`src/rtl/lsu_pkg.sv`:
```
package lsu_pkg;
  localparam int LANES     = 4;
  localparam int MAX_BEATS = 2;
  localparam int WIN_BYTES = LANES * MAX_BEATS;
  localparam int WIN_BITS  = WIN_BYTES * 8;

  localparam logic [1:0] SZ_BYTE  = 2'd0;
  localparam logic [1:0] SZ_HALF  = 2'd1;
  localparam logic [1:0] SZ_WORD  = 2'd2;
  localparam logic [1:0] SZ_DWORD = 2'd3;

  typedef enum logic [1:0] {
    ST_IDLE   = 2'd0,
    ST_BEAT_A = 2'd1,
    ST_BEAT_B = 2'd2,
    ST_RESP   = 2'd3
  } lsu_state_e;

  function automatic logic [WIN_BYTES-1:0] size_lanes(input logic [1:0] sz);
    case (sz)
      SZ_BYTE: size_lanes = 8'h01;
      SZ_HALF: size_lanes = 8'h03;
      SZ_WORD: size_lanes = 8'h0F;
      default: size_lanes = 8'hFF;
    endcase
  endfunction
endpackage

```
`src/rtl/lsu_decode.sv`:
```
module lsu_decode
  import lsu_pkg::*;
(
  input  logic [1:0]           size,
  input  logic [1:0]           off,
  input  logic                 align_chk,
  input  logic                 unal_en,
  output logic                 abort,
  output logic [1:0]           place_off,
  output logic [WIN_BYTES-1:0] lanes
);
  logic misaligned;
  logic legacy_word;

  always_comb begin
    case (size)
      SZ_HALF: misaligned = off[0];
      SZ_WORD,
      SZ_DWORD: misaligned = |off;
      default: misaligned = 1'b0;
    endcase
  end

  assign abort = misaligned &
                 (align_chk | (size == SZ_DWORD) | (!unal_en && size == SZ_HALF));
  assign legacy_word = misaligned & !align_chk & !unal_en & (size == SZ_WORD);
  assign place_off   = legacy_word ? 2'd0 : off;
  assign lanes       = abort ? '0 : (size_lanes(size) << place_off);
endmodule

```
`src/rtl/lsu_byte_order.sv`:
```
module lsu_byte_order
  import lsu_pkg::*;
(
  input  logic [1:0]          size,
  input  logic                big,
  input  logic [WIN_BITS-1:0] din,
  output logic [WIN_BITS-1:0] dout
);
  for (genvar w = 0; w < MAX_BEATS; w++) begin : g_word
    logic [31:0] wi;
    logic [31:0] rev;
    logic [31:0] hsw;
    assign wi  = din[32*w +: 32];
    for (genvar b = 0; b < LANES; b++) begin : g_rev
      assign rev[8*b +: 8] = wi[8*(LANES-1-b) +: 8];
    end
    assign hsw = {wi[31:16], wi[7:0], wi[15:8]};
    always_comb begin
      if (!big || size == SZ_BYTE) dout[32*w +: 32] = wi;
      else if (size == SZ_HALF)    dout[32*w +: 32] = hsw;
      else                         dout[32*w +: 32] = rev;
    end
  end
endmodule

```
`src/rtl/lsu_load_lanes.sv`:
```
module lsu_load_lanes
  import lsu_pkg::*;
(
  input  logic [31:0]         first_word,
  input  logic [31:0]         cur_word,
  input  logic                two_beats,
  input  logic [1:0]          off,
  input  logic [1:0]          size,
  input  logic                sgn,
  input  logic                big,
  output logic [WIN_BITS-1:0] data
);
  logic [WIN_BITS-1:0] win;
  logic [WIN_BITS-1:0] raw;
  logic [WIN_BITS-1:0] ord;

  // single beat: both halves are the same word, so the shift is a rotate
  assign win = {cur_word, (two_beats ? first_word : cur_word)};
  assign raw = win >> {off, 3'b000};

  lsu_byte_order u_order (
    .size (size),
    .big  (big),
    .din  (raw),
    .dout (ord)
  );

  always_comb begin
    case (size)
      SZ_BYTE: data = {32'd0, {24{sgn & ord[7]}}, ord[7:0]};
      SZ_HALF: data = {32'd0, {16{sgn & ord[15]}}, ord[15:0]};
      SZ_WORD: data = {32'd0, ord[31:0]};
      default: data = ord;
    endcase
  end
endmodule

```
`src/rtl/lsu_store_lanes.sv`:
```
module lsu_store_lanes
  import lsu_pkg::*;
(
  input  logic [WIN_BITS-1:0] wdata,
  input  logic [1:0]          size,
  input  logic                big,
  input  logic [1:0]          place_off,
  output logic [WIN_BITS-1:0] win_data
);
  logic [WIN_BITS-1:0]  ord;
  logic [WIN_BITS-1:0]  keep;
  logic [WIN_BYTES-1:0] bmask;

  lsu_byte_order u_order (
    .size (size),
    .big  (big),
    .din  (wdata),
    .dout (ord)
  );

  assign bmask = size_lanes(size);
  for (genvar b = 0; b < WIN_BYTES; b++) begin : g_keep
    assign keep[8*b +: 8] = {8{bmask[b]}};
  end

  assign win_data = (ord & keep) << {place_off, 3'b000};
endmodule

```
`src/rtl/lsu_align_endian.sv`:
```
module lsu_align_endian
  import lsu_pkg::*;
#(
  parameter int ADDR_W = 32
) (
  input  logic                clk,
  input  logic                rst_n,
  input  logic                req_valid,
  output logic                req_ready,
  input  logic                req_store,
  input  logic [1:0]          req_size,
  input  logic                req_signed,
  input  logic [ADDR_W-1:0]   req_addr,
  input  logic [63:0]         req_wdata,
  input  logic                cfg_align_chk,
  input  logic                cfg_unal_en,
  input  logic                cfg_big_end,
  output logic                bus_valid,
  output logic                bus_write,
  output logic [ADDR_W-1:0]   bus_addr,
  output logic [3:0]          bus_strb,
  output logic [31:0]         bus_wdata,
  input  logic [31:0]         bus_rdata,
  output logic                resp_valid,
  output logic                resp_abort,
  output logic [63:0]         resp_data
);
  localparam int WORD_AW = ADDR_W - 2;

  // reset: asserted asynchronously, released on a clock edge
  logic rst_s1_n, rst_q_n;
  always_ff @(posedge clk or negedge rst_n) begin
    if (!rst_n) begin
      rst_s1_n <= 1'b0;
      rst_q_n  <= 1'b0;
    end else begin
      rst_s1_n <= 1'b1;
      rst_q_n  <= rst_s1_n;
    end
  end

  lsu_state_e state_q, state_d;
  logic                 r_store, r_sgn, r_big, r_abort;
  logic [1:0]           r_size, r_off, r_place;
  logic [WIN_BYTES-1:0] r_lanes;
  logic [WORD_AW-1:0]   r_word;
  logic [63:0]          r_wdata;
  logic [31:0]          r_first;

  logic                 dec_abort;
  logic [1:0]           dec_place;
  logic [WIN_BYTES-1:0] dec_lanes;
  logic                 accept, first_en, two_beats, in_b;
  logic [WIN_BITS-1:0]  st_win, ld_data;

  lsu_decode u_decode (
    .size      (req_size),
    .off       (req_addr[1:0]),
    .align_chk (cfg_align_chk),
    .unal_en   (cfg_unal_en),
    .abort     (dec_abort),
    .place_off (dec_place),
    .lanes     (dec_lanes)
  );

  assign accept    = (state_q == ST_IDLE) && req_valid;
  assign first_en  = (state_q == ST_BEAT_B);
  assign two_beats = |r_lanes[WIN_BYTES-1:LANES];
  assign in_b      = (state_q == ST_BEAT_B);

  // next state
  always_comb begin
    state_d = state_q;
    case (state_q)
      ST_IDLE:   if (req_valid) state_d = dec_abort ? ST_RESP : ST_BEAT_A;
      ST_BEAT_A: state_d = two_beats ? ST_BEAT_B : ST_RESP;
      ST_BEAT_B: state_d = ST_RESP;
      default:   state_d = ST_IDLE;
    endcase
  end

  always_ff @(posedge clk or negedge rst_q_n) begin
    if (!rst_q_n) state_q <= ST_IDLE;
    else          state_q <= state_d;
  end

  // request capture, enabled on acceptance
  always_ff @(posedge clk or negedge rst_q_n) begin
    if (!rst_q_n) begin
      r_store <= 1'b0;
      r_sgn   <= 1'b0;
      r_big   <= 1'b0;
      r_abort <= 1'b0;
      r_size  <= SZ_BYTE;
      r_off   <= 2'd0;
      r_place <= 2'd0;
      r_lanes <= '0;
      r_word  <= '0;
      r_wdata <= '0;
    end else if (accept) begin
      r_store <= req_store;
      r_sgn   <= req_signed;
      r_big   <= cfg_big_end;
      r_abort <= dec_abort;
      r_size  <= req_size;
      r_off   <= req_addr[1:0];
      r_place <= dec_place;
      r_lanes <= dec_lanes;
      r_word  <= req_addr[ADDR_W-1:2];
      r_wdata <= req_wdata;
    end
  end

  // first-beat read data, enabled while the second beat is out
  always_ff @(posedge clk or negedge rst_q_n) begin
    if (!rst_q_n)      r_first <= '0;
    else if (first_en) r_first <= bus_rdata;
  end

  lsu_store_lanes u_store (
    .wdata     (r_wdata),
    .size      (r_size),
    .big       (r_big),
    .place_off (r_place),
    .win_data  (st_win)
  );

  lsu_load_lanes u_load (
    .first_word (r_first),
    .cur_word   (bus_rdata),
    .two_beats  (two_beats),
    .off        (r_off),
    .size       (r_size),
    .sgn        (r_sgn),
    .big        (r_big),
    .data       (ld_data)
  );

  assign req_ready  = (state_q == ST_IDLE);
  assign bus_valid  = (state_q == ST_BEAT_A) || in_b;
  assign bus_write  = bus_valid && r_store;
  assign bus_addr   = {r_word + WORD_AW'(in_b), 2'b00};
  assign bus_strb   = in_b ? r_lanes[WIN_BYTES-1:LANES] : r_lanes[LANES-1:0];
  assign bus_wdata  = in_b ? st_win[WIN_BITS-1:32] : st_win[31:0];
  assign resp_valid = (state_q == ST_RESP);
  assign resp_abort = resp_valid && r_abort;
  assign resp_data  = (resp_valid && !r_abort && !r_store) ? ld_data : '0;

  // checks
  AST_ABORT_NO_BEAT: assert property (@(posedge clk) disable iff (!rst_q_n)
    resp_abort |-> (!bus_valid && !$past(bus_valid)));
  AST_BEAT_HAS_LANES: assert property (@(posedge clk) disable iff (!rst_q_n)
    bus_valid |-> (bus_strb != 4'd0));
  AST_SECOND_BEAT_NEXT_WORD: assert property (@(posedge clk) disable iff (!rst_q_n)
    (bus_valid && $past(bus_valid)) |-> (bus_addr == $past(bus_addr) + ADDR_W'(4)));
  AST_RESP_ONE_CYCLE: assert property (@(posedge clk) disable iff (!rst_q_n)
    resp_valid |=> !resp_valid);
  AST_BUSY_NOT_READY: assert property (@(posedge clk) disable iff (!rst_q_n)
    (bus_valid || resp_valid) |-> !req_ready);
  AST_RESP_AFTER_BEAT: assert property (@(posedge clk) disable iff (!rst_q_n)
    (resp_valid && !resp_abort) |-> $past(bus_valid));
endmodule

```
`config.mk`:
```
export PLATFORM = sky130hd
export DESIGN_NAME = lsu_align_endian
export DESIGN_NICKNAME = d
export VERILOG_FILES = /design/src/rtl/lsu_pkg.sv /design/src/rtl/lsu_decode.sv /design/src/rtl/lsu_byte_order.sv /design/src/rtl/lsu_load_lanes.sv /design/src/rtl/lsu_store_lanes.sv /design/src/rtl/lsu_align_endian.sv
export SDC_FILE = /design/constraint.sdc
export NUM_CORES = 1
export LEC_CHECK = 0
export BUFFER_PORTS_ARGS = -buffer_cell sky130_fd_sc_hd__buf_2
export CAP_MARGIN = 5
export CORE_MARGIN = 4
export CORE_UTILIZATION = 36
export CTS_CLUSTER_SIZE = 28
export DETAILED_ROUTE_END_ITERATION = 12
export SYNTH_ARGS = -nofsm -noshare
export SYNTH_HDL_FRONTEND = slang
export SYNTH_SLANG_ARGS = --single-unit
```
`constraint.sdc`:
```
create_clock -name clk -period 4.6 [get_ports clk]
set_input_delay 0.46 -clock clk [delete_from_list [all_inputs] [get_ports clk]]
set_output_delay 0.46 -clock clk [all_outputs]
set_load 0.01 [all_outputs]
```
# Yosys cells after proc, flatten, opt, wreduce, memory -nomap -nowiden
# Cells that the tools add are included.
[totals]
out_inout_bits = 137
ff_bits = 148
[classes]
addsub = 1
shifts = 3
muxes = 21
n_reduce_logical = 19
n_eq_ne = 9
n_bitwise = 9
[ops]
columns = ["cell", "count"]
rows = [
  ["$mux 32", 9],
  ["$pmux 64 s3", 1],
  ["$and 64x64->64", 1],
  ["$mux 64", 1],
  ["$shl 64x5->64", 1],
  ["$shr 64x5->64", 1],
  ["$pmux 8 s3", 2],
  ["$add 30x1->30", 1],
  ["$eq 2x2->1 const B", 5],
  ["$mux 8", 1],
  ["$shl 8x2->8", 1],
  ["$and 1x1->1", 6],
  ["$eq 2x1->1 const B", 3],
  ["$logic_and 1x1->1", 6],
  ["$logic_not 2->1", 3],
  ["$mux 2", 3],
  ["$pmux 2 s3", 1],
  ["$logic_not 1->1", 5],
  ["$mux 4", 1],
  ["$reduce_or 2->1", 2],
  ["$reduce_or 4->1", 1],
  ["$logic_or 1x1->1", 2],
  ["$ne 2x2->1 const B", 1],
  ["$or 1x1->1", 2],
  ["other kinds (2)", 2],
]

# Logic depth before layout (Yosys ltp)
[depth]
word_depth = 9
ltp_mapped = 9
depth_no_buf = 9

# Cells and area by module
# Synthesis repeated with hierarchy kept, for this count alone.
[hier_totals]
cells_unflattened = 1413
hier_area_um2 = 13523.0
[by_module_without_submodules]
columns = ["module", "cells_per_inst", "area_each_um2", "instances"]
rows = [
  ["lsu_align_endian", 531, 7051.8, 1],
  ["lsu_byte_order", 168, 1365.1, 2],
  ["lsu_load_lanes", 300, 2042.0, 1],
  ["lsu_store_lanes", 203, 1436.4, 1],
  ["lsu_decode", 43, 262.8, 1],
]

# Least setup slack after synthesis
# OpenSTA, ideal clock, no wires.
[synth_timing]
path_kind = "register to output"
startpoint = "reg r_lanes[4]"
endpoint = "out resp_data[1]"
path_stages_with_launch = 9
path_buffers = 3
t_arrival_ns = 2.254
path_slack_ns = 1.886
required_ns = 4.140
path_cell_list = "dfrtp_1 or4_4 buf_6 buf_6 buf_6 mux2i_1 a21oi_1 mux2i_1 a221oi_1"
[synth_between]
elab_chain_len = 7
[synth_rtl]
columns = ["item", "line_no", "text"]
rows = [
  ["from (decl)", "lsu_align_endian.sv:45", "logic [WIN_BYTES-1:0] r_lanes;"],
  ["from (signal assigned)", "lsu_align_endian.sv:108", "r_lanes <= dec_lanes;"],
  ["$reduce_or 4->1 (*)", "lsu_align_endian.sv:68", "assign two_beats = |r_lanes[WIN_BYTES-1:LANES];"],
  ["$mux 32 (*)", "lsu_load_lanes.sv:18", "assign win = {cur_word, (two_beats ? first_word : cur_word)};"],
  ["$shr 64x5->64 (*)", "lsu_load_lanes.sv:19", "assign raw = win >> {off, 3'b000};"],
  ["$mux 32", "lsu_byte_order.sv:20", "else if (size == SZ_HALF) dout[32*w +: 32] = hsw;"],
  ["$mux 32 (*)", "lsu_byte_order.sv:19", "if (!big || size == SZ_BYTE) dout[32*w +: 32] = wi;"],
  ["$pmux 64 s3 (*)", "lsu_load_lanes.sv:29", "case (size)"],
  ["$mux 64 (*)", "lsu_align_endian.sv:147", "assign resp_data = (resp_valid && !r_abort && !r_store) ? ld_data : '0;"],
  ["to (decl)", "lsu_align_endian.sv:26", "output logic [63:0] resp_data"],
]
# Mark *: on every way between the ends. The rest lies on a longest branch, timed or not.

# Worst setup path in the final report
[layout_timing]
startpoint = "reg r_lanes[4]"
endpoint = "out resp_data[13]"
[layout_between]
elab_chain_len = 8
[layout_rtl]
columns = ["item", "line_no", "text"]
rows = [
  ["$reduce_or 4->1 (*)", "lsu_align_endian.sv:68", ""],
  ["$mux 32 (*)", "lsu_load_lanes.sv:18", ""],
  ["$shr 64x5->64 (*)", "lsu_load_lanes.sv:19", ""],
  ["$mux 32", "lsu_byte_order.sv:20", ""],
  ["$mux 32 (*)", "lsu_byte_order.sv:19", ""],
  ["$and 1x1->1", "lsu_load_lanes.sv:30", "SZ_BYTE: data = {32'd0, {24{sgn & ord[7]}}, ord[7:0]};"],
  ["$pmux 64 s3 (*)", "lsu_load_lanes.sv:29", ""],
  ["$mux 64 (*)", "lsu_align_endian.sv:147", ""],
]
# Marks and branches as above.

==> out/qor.yml <==
status:
  status: "complete, no violations"
global_route:
  grt-ovfl-total: 0
  grt_use_met3: 0.0670
  grt_pass1_vias: 10900
  grt.met1_usage: 0.319
  antenna_found_initial: 10
  grt.busiest_layer: "met2"
  grt_first_pass_wirelength_microns: 64300
  grt_use_total: 0.223
  grt_max_degree: 89
  use_met2: 0.332
cts:
  numCtsBuffers: 17
  cts-root-buf: "clkbuf_16"
  clock-sinks: 148
  clk_pin_slew_ps: 70
  cts.htree.levels: 4
  clk_path_buf_depth: 2
  insertion_delay_ps: 440
  cts_setup_buffers: 0
  cts_tree: "built"
  cts_resized: 0
setup_path:
  ff2ff_setup_slack_ps: 2030
  startpoint_type: "flop"
  cpPeakStageDelay_ps: 840
  worst-path-buf-inv: 1
  worst_path_dominant_cell_family: "simple AND/OR/NAND/NOR gates"
  cp_cell_sequence: "or4_4 > mux2i_1 > mux2_4 > o21ai_2 > nor2_1 > a32oi_1 > buf_2"
  critical_path_class: "reg2out"
  critPathArrivalTime_ps: 3430
  crit_path_end_kind: "primary output"
  slowest_stage: "or4_4"
  crit_required_ps: 4140
  rr_endpoint: "r_word[18]$_DFFE_PN0P_"
  reg2reg_from: "state_q[0]$_DFFE_PN0P_"
  crit_fanout: 32
  r2r_cells: 5
timing:
  worst_pin_slew_ps: 1110
  setup_tns_ps: 0
  slew_viol_final: 0
  hold_violations: 0
  grt_setup_unrepaired: "no"
  min_period_over_period: 0.846
  min_period_ps: 3890
  fmax_mhz: 257
  skew_ps: 10.8
  finalSetupViolCount: 0
  max_slew_margin: 0.255
die:
  dieArea_sq_mm: 0.0363
  die_width_microns: 191
  start_util: 0.367
  die_h_microns: 191
  num_rows: 66
  core_area_sq_mm: 0.0327
  ios: 275
routing:
  wl_per_cell_microns: 21.1
  viasPerCell: 5.87
  drcViolationCount: 0
  ant_nets: 0
  drtPass1Iterations: 6
  detail_route.iter0.violations: 1009
  routed_wl_microns: 41800
  vias: 11600
final_layout:
  final_nets: 1669
  area_delta_synth_final_pct: 18.1
  layout_commonest_cell: "buf_2"
  final_util: 0.434
  final_cell_mix: "buf_2 (272), mux2_2 (156), dfrtp_1 (144)"
  drive_gt1_frac: 0.347
power_and_ir_drop:
  total_power_uw: 11500
  power.density_mw_per_mm2: 808
  swShare: 0.485
  power_switching_uw: 5550
  pwr-share-clk: 0.119
  p_comb_frac: 0.641
  leakage_uw: 0.00603
  p_int_uw: 5910
  seqPwrFrac: 0.240
  peakVddDrop_mv: 0.387
yosys:
  synth.top_cell.area_share: 0.308
  yosysTopAreaCell: "dfrtp_1"
  ys_async_sr_fraction: 1.00
  netlist_area_sq_mm: 0.0120
  yosysSeqAreaShare: 0.308
  synthFlopType: "dfrtp_1"
  netlist_top_cells_area: "dfrtp_1 (31%), mux2_2 (15%), mux2i_1 (6.8%), nand2_1 (4.3%), a21oi_1 (4.2%)"
  yosys_warnings: 0
  synth_edf_count: 0
  ys_types: 66
  synth-seq-cells: 148
  synth_cells: 1339
  avgSynthCellArea_sq_um: 8.97
hold_path:
  hold_start: "req_addr[23]"
  hold-path-cell-count: 3
  hp-class: "in2reg"
  min_to: "r_word[21]$_DFFE_PN0P_"
place:
  gp_congestion: 0.900
  hpwl_microns: 30800
  io_buffers: 272
flow_run:
  max_cap_violations: 0
synthesized netlist by cell type (all sizes together) (21+ instances only):
| cell type | count |
|---|---|
| a211oi | 29 |
| a21oi | 100 |
| and2 | 21 |
| buf | 40 |
| clkbuf | 91 |
| dfrtp | 148 |
| mux2 | 160 |
| mux2i | 85 |
| mux4 | 22 |
| nand2 | 137 |
| nand2b | 22 |
| nand3 | 57 |
| nor2 | 84 |
| o21ai | 63 |
| o221ai | 24 |
| o22ai | 29 |
cells by family after synthesis:
logic type / synth area share
mux: 0.267
other cells: 0.000625
fa+ha+maj: 0.00625
compound gates: 0.209
buf+inv: 0.0492
xor+xnor: 0.0212
flops: 0.308
simple gates: 0.138
tightest hold or removal path: stages:
cell	delay (ps)
buf_2	70
nand2_1	40
o21ai_0	60
layout make-up:
class / instances / area [sq um]
clock buffers: 20 / 457
flip-flops and latches: 148 / 3710
repair buffers: 297 / 1560
multi-input cells: 1048 / 7740
inverters: 13 / 48.8
well taps: 442 / 553
clock inverters: 10 / 101
fillers: 3272 / 18500
diodes: 3 / 7.51
flip-flops by register name, indices dropped and copies added (netlist names):
name and cells:
r_wdata 64, r_first 32, r_word 30, r_lanes 8
r_off 2, r_place 2, r_size 2, state_q 2
r_abort 1, r_big 1, r_sgn 1, r_store 1
rst_q_n 1, rst_s1_n 1
per-layer routing:
layer | part of all wire | routed length, microns
met1 | 0.45 | 18700
met5 | 0.0018 | 77
met3 | 0.093 | 3870
met2 | 0.44 | 18300
met4 | 0.021 | 863
how the worst max path moves through the flow:
stage	start	endpoint	slack [ps]	cells past startpoint
floorplan	rst_q_n$_DFF_PN0_	r_abort$_DFFE_PN0P_	170	0
global placement	r_lanes[4]$_DFFE_PN0P_	resp_data[14]	1370	7
detailed placement	r_lanes[4]$_DFFE_PN0P_	resp_data[13]	1260	7
CTS	r_lanes[4]$_DFFE_PN0P_	resp_data[13]	780	7
global route	r_lanes[4]$_DFFE_PN0P_	resp_data[8]	570	7
finish	r_lanes[4]$_DFFE_PN0P_	resp_data[13]	710	7
through the flow:
step / worst slack, ps / hold WS, ps / std cells / cell area (sq um)
2_1_floorplan: 171 / 164 / 1340 / 12000
3_3_place_gp: 1370 / 246 / 1947 / 13600
3_5_place_dp: 1260 / 247 / 1947 / 13600
4_1_cts: 783 / 202 / 1978 / 14200
5_1_grt: 568 / 218 / 1980 / 14200
6_report: 707 / 229 / 1981 / 14200
repair_timing:
action / in CTS / in global routing
endpoints found under the hold margin: 2 / 0
hold buffers: 1 / 0
setup endpoints to repair: 0 / 0
power groups by stage:
stage	logic (uW)	clock network [uW]	registers, uW
after global routing	7970	1450	2860
after CTS	7270	1390	2740
after detailed placement	7240	0	2760
after floorplan	5530	0	2410
after global placement	7180	0	2720
final	7350	1360	2750
Power figures use the tool's default switching activity.
